## src/rtl/mul16_flags.sv

```systemverilog
`timescale 1ns/1ps
module mul16_flags #(
  parameter int W = 16
) (
  input  logic         clk,
  input  logic         rst_n,
  input  logic         start,
  input  logic [1:0]   op,
  input  logic [W-1:0] opnd_a,
  input  logic [W-1:0] opnd_b,
  output logic         busy,
  output logic         done,
  output logic [W-1:0] res_hi,
  output logic [W-1:0] res_lo,
  output logic [5:0]   flags
);
  localparam int W2 = 2 * W;
  localparam int CW = $clog2(W);

  logic [CW-1:0] cnt;
  logic [W-1:0]  mcand;
  logic [W2-1:0] prod;
  logic          neg;
  logic [1:0]    op_q;

  wire          sgn_op = |op;
  wire [W-1:0]  mag_a  = (sgn_op && opnd_a[W-1]) ? (~opnd_a + 1'b1) : opnd_a;
  wire [W-1:0]  mag_b  = (sgn_op && opnd_b[W-1]) ? (~opnd_b + 1'b1) : opnd_b;

  wire [W:0]    sum    = {1'b0, prod[W2-1:W]} + (prod[0] ? {1'b0, mcand} : {(W+1){1'b0}});
  wire [W2-1:0] step   = {sum, prod[W-1:1]};
  wire [W2-1:0] fin    = neg ? (~step + 1'b1) : step;
  wire [W-1:0]  fin_hi = fin[W2-1:W];
  wire [W-1:0]  fin_lo = fin[W-1:0];
  wire          ovf    = (op_q == 2'b00) ? (|fin_hi) : (fin_hi != {W{fin_lo[W-1]}});
  wire          last   = busy && (cnt == CW'(W - 1));

  always_ff @(posedge clk or negedge rst_n) begin
    if (!rst_n) begin
      busy   <= 1'b0;
      done   <= 1'b0;
      cnt    <= '0;
      mcand  <= '0;
      prod   <= '0;
      neg    <= 1'b0;
      op_q   <= 2'b00;
      res_hi <= '0;
      res_lo <= '0;
      flags  <= '0;
    end else begin
      done <= 1'b0;
      if (!busy) begin
        if (start) begin
          busy  <= 1'b1;
          cnt   <= '0;
          op_q  <= op;
          neg   <= sgn_op & (opnd_a[W-1] ^ opnd_b[W-1]);
          mcand <= mag_a;
          prod  <= {{W{1'b0}}, mag_b};
        end
      end else begin
        prod <= step;
        cnt  <= cnt + 1'b1;
        if (last) begin
          busy   <= 1'b0;
          done   <= 1'b1;
          res_hi <= op_q[1] ? {W{1'b0}} : fin_hi;
          res_lo <= fin_lo;
          flags  <= {ovf, fin_lo[W-1], ~|fin_lo, 1'b0, ~^fin_lo[7:0], ovf};
        end
      end
    end
  end
endmodule

```

## config.mk

```make
export PLATFORM = sky130hd
export DESIGN_NAME = mul16_flags
export DESIGN_NICKNAME = d
export VERILOG_FILES = /design/src/rtl/mul16_flags.sv
export SDC_FILE = /design/constraint.sdc
export NUM_CORES = 1
export LEC_CHECK = 0
export CORE_UTILIZATION = 45
export DETAILED_ROUTE_END_ITERATION = 10
export PLACE_DENSITY = 0.67
export RECOVER_POWER = 25
export SYNTH_ARGS = -nofsm -noshare
export SYNTH_HDL_FRONTEND = slang
export SYNTH_SLANG_ARGS = --single-unit
```

## constraint.sdc

```tcl
create_clock -name clk -period 7.45 [get_ports clk]
set_input_delay 2.235 -clock clk [delete_from_list [all_inputs] [get_ports clk]]
set_output_delay 2.235 -clock clk [all_outputs]
set_load 0.05 [all_outputs]
```

==> results_dict.tcl <==
set metrics [dict create \
    outcome "complete, but fails checks" \
    violations "max-capacitance violations, max-slew violations" \
    synth_seq_cells 92 \
    synth_edf_count 0 \
    hold_viol_final 0 \
    h-tree-depth 3 \
    n_fill_cell 1266 \
    clock-skew-final_ns 0.0105 \
    layout_common_cells "nand2_1, o21ai_0, dfrtp_1" \
    numCtsBuffers 9 \
    drt_iter0_markers 332 \
    arrival_ns 3.12 \
    die_y_um 122 \
    r2r_cells 13 \
    cellPowerDensity_mw_per_mm2 479 \
    leakage_nw 3.17 \
    cts_sinks 92 \
    cts_buffer_depth 2 \
    fmax_mhz 187 \
    syn_avg_cell_area_um2 8.93 \
    vias 5508 \
    grt_max_degree 59 \
    async_reset_ff_frac 1.00 \
    post-route-drc-count 0 \
    wl_per_cell_um 15.9 \
    drive_gt1_frac 0.0831 \
    clockPowerShare 0.133 \
    initial_core_util 0.462 \
    seqPwrFrac 0.255 \
    combPwrFrac 0.612 \
    grt_pass1_vias 5176 \
    ys_types 91 \
    p_sw_mw 1.78 \
    slew_viol_final 138 \
    cp-end-kind "output pin" \
    yosys_warnings 0 \
    fin_util 0.544 \
    r2r_start "prod[0]$_DFFE_PN0P_" \
    cts_setup_buffers 0 \
    numPortBuffers 75 \
    wl_um 15300 \
    synthCells 721 \
    area_growth_pct 17.7 \
    syn-num-nets 782 \
    p_int_mw 1.85 \
    viasPerCell 5.73 \
    clock_latency_ns 0.36 \
    antenna_found_initial 0 \
    cts_tree "yes" \
    synth_area_mm2 0.00644 \
    cts_resized 0 \
    setup_viol_count_final 0 \
    dieWidth_um 122 \
    r2r_slack_ns 3.05 \
    grt_pass1_wl_um 25400 \
    max-cap-violations 3 \
    cp-startpoint "busy$_DFF_PN0_" \
    dr.pass1.iters 5 \
    clockRootBuffer "clkbuf_16" \
    min_path_type "reg -> reg" \
    grt_usage 0.217 \
    crit_end "busy" \
    ys_seq_area_frac 0.357 \
    setup_tns_ns 0 \
    grt-ovfl-total 0 \
    dp_hpwl_um 11800 \
    gp_congestion 0.847 \
    io_pins 77 \
    postCtsHoldBufs 0 \
    crit_type "reg -> out" \
    critPathLaunchType "register" \
    required_ns 5.22 \
    final_antenna_net_count 0 \
    core_mm2 0.0139 \
    path_clk_slew_ns 0.07 \
    final.min_clock_period_ns 5.36 \
    ir_drop_v 0.000162 \
    finalNetCount 838 \
    period_share 0.719 \
    relSlewSlack -0.336 \
    switching_share 0.490 \
    worstPathMaxFanout 46 \
    final_common_cell "nand2_1" \
    die_area_mm2 0.0148 \
    num_rows 43 \
    synth_top_flop_cell "dfrtp_1" \
    rsz0062_at_grt "false" \
    tightest_slew_ns 2.00 \
    rr_endpoint "flags[0]$_DFFE_PN0P_" \
    antennaDiodeCount 0 \
]
==> synthesized netlist by cell type, drive strengths merged (8+ instances only) <==
cell type / count / area (µm²)
a21oi: 29 / 145
a22o: 20 / 175
and2: 17 / 108
clkbuf: 28 / 119
dfrtp: 92 / 2300
ha: 23 / 288
inv: 14 / 52.6
mux2i: 8 / 80.1
nand2: 100 / 375
nand3: 10 / 50.1
nand4: 13 / 93.8
nor2: 46 / 180
nor3: 10 / 55.1
nor4: 9 / 77.6
o21ai: 100 / 512
o31ai: 11 / 87.6
or3: 13 / 92.6
xnor2: 30 / 282
xor2: 34 / 305
==> worst min-delay path by stage <==
stage | startpoint | endpoint | cells after the start
after floorplan | mcand[15]$_DFFE_PN0P_ | mcand[15]$_DFFE_PN0P_ | 2
after global placement | mcand[10]$_DFFE_PN0P_ | mcand[10]$_DFFE_PN0P_ | 2
after detailed placement | res_lo[9]$_DFFE_PN0P_ | res_lo[9]$_DFFE_PN0P_ | 2
after CTS | mcand[10]$_DFFE_PN0P_ | mcand[10]$_DFFE_PN0P_ | 2
after global routing | res_lo[9]$_DFFE_PN0P_ | res_lo[9]$_DFFE_PN0P_ | 2
final | mcand[10]$_DFFE_PN0P_ | mcand[10]$_DFFE_PN0P_ | 2
==> per-layer routing <==
| metal | vias to the layer above | track usage | part of all wire |
|---|---|---|---|
| li1 | 2741 | - | - |
| met1 | 2615 | 0.308 | 0.50 |
| met2 | 135 | 0.341 | 0.44 |
| met3 | 17 | 0.0286 | 0.039 |
| met4 | 0 | 0.0756 | 0.014 |
| met5 | - | 0 | 0 |
==> power groups by stage <==
stage | registers [mW] | logic (mW) | clock network (mW)
after floorplan | 1.13 | 1.47 | 0
after global placement | 0.920 | 2.17 | 0
after detailed placement | 0.933 | 2.21 | 0
after CTS | 0.924 | 2.22 | 0.489
after global routing | 0.957 | 2.43 | 0.510
final | 0.928 | 2.22 | 0.481
==> registers in the layout (all words and copies together), names as in the netlist <==
signal  count
prod       32
flags       4
busy        1
done        1
res_lo     15
neg         1
mcand      16
res_hi     16
op_q        2
cnt         4
==> critical path, cell delays in order, from the launching register on <==
cell and delay (ns):
dfrtp_1 0.34, clkbuf_1 1.36, clkdlybuf4s50_1 1.05
==> stage by stage <==
stage	std cells	setup slack [ns]	power, mW	cell area, µm²	hold slack (ns)
after global placement	946	2.86	3.09	7280	0.460
after global routing	962	1.89	3.90	7580	0.513
after CTS	962	3.02	3.63	7590	0.486
final	962	2.09	3.63	7580	0.477
after detailed placement	946	2.74	3.15	7280	0.472
after floorplan	721	3.43	2.60	6440	0.442
==> layout make-up <==
class	count	area [µm²]	area share
clock inverters	4	55.1	0.00726
multi-input cells	580	3920	0.517
inverters	14	52.6	0.00693
flip-flops and latches	92	2300	0.304
clock buffers	12	256	0.0338
well taps	180	225	0.0297
repair buffers	80	774	0.102
==> cells by family (layout without fill, tap and decap cells) <==
group           after synthesis  count (layout)  share of synthesized area
simple gates                257             257                      0.206
mux                          11              11                     0.0177
fa+ha+maj                    24              24                     0.0478
other cells                   1               1                   0.000582
buf+inv                      49             110                     0.0344
flops                        92              92                      0.357
xor+xnor                     64              64                     0.0911
compound gates              223             223                      0.245
No activity file was read; power rests on OpenSTA's default activity.
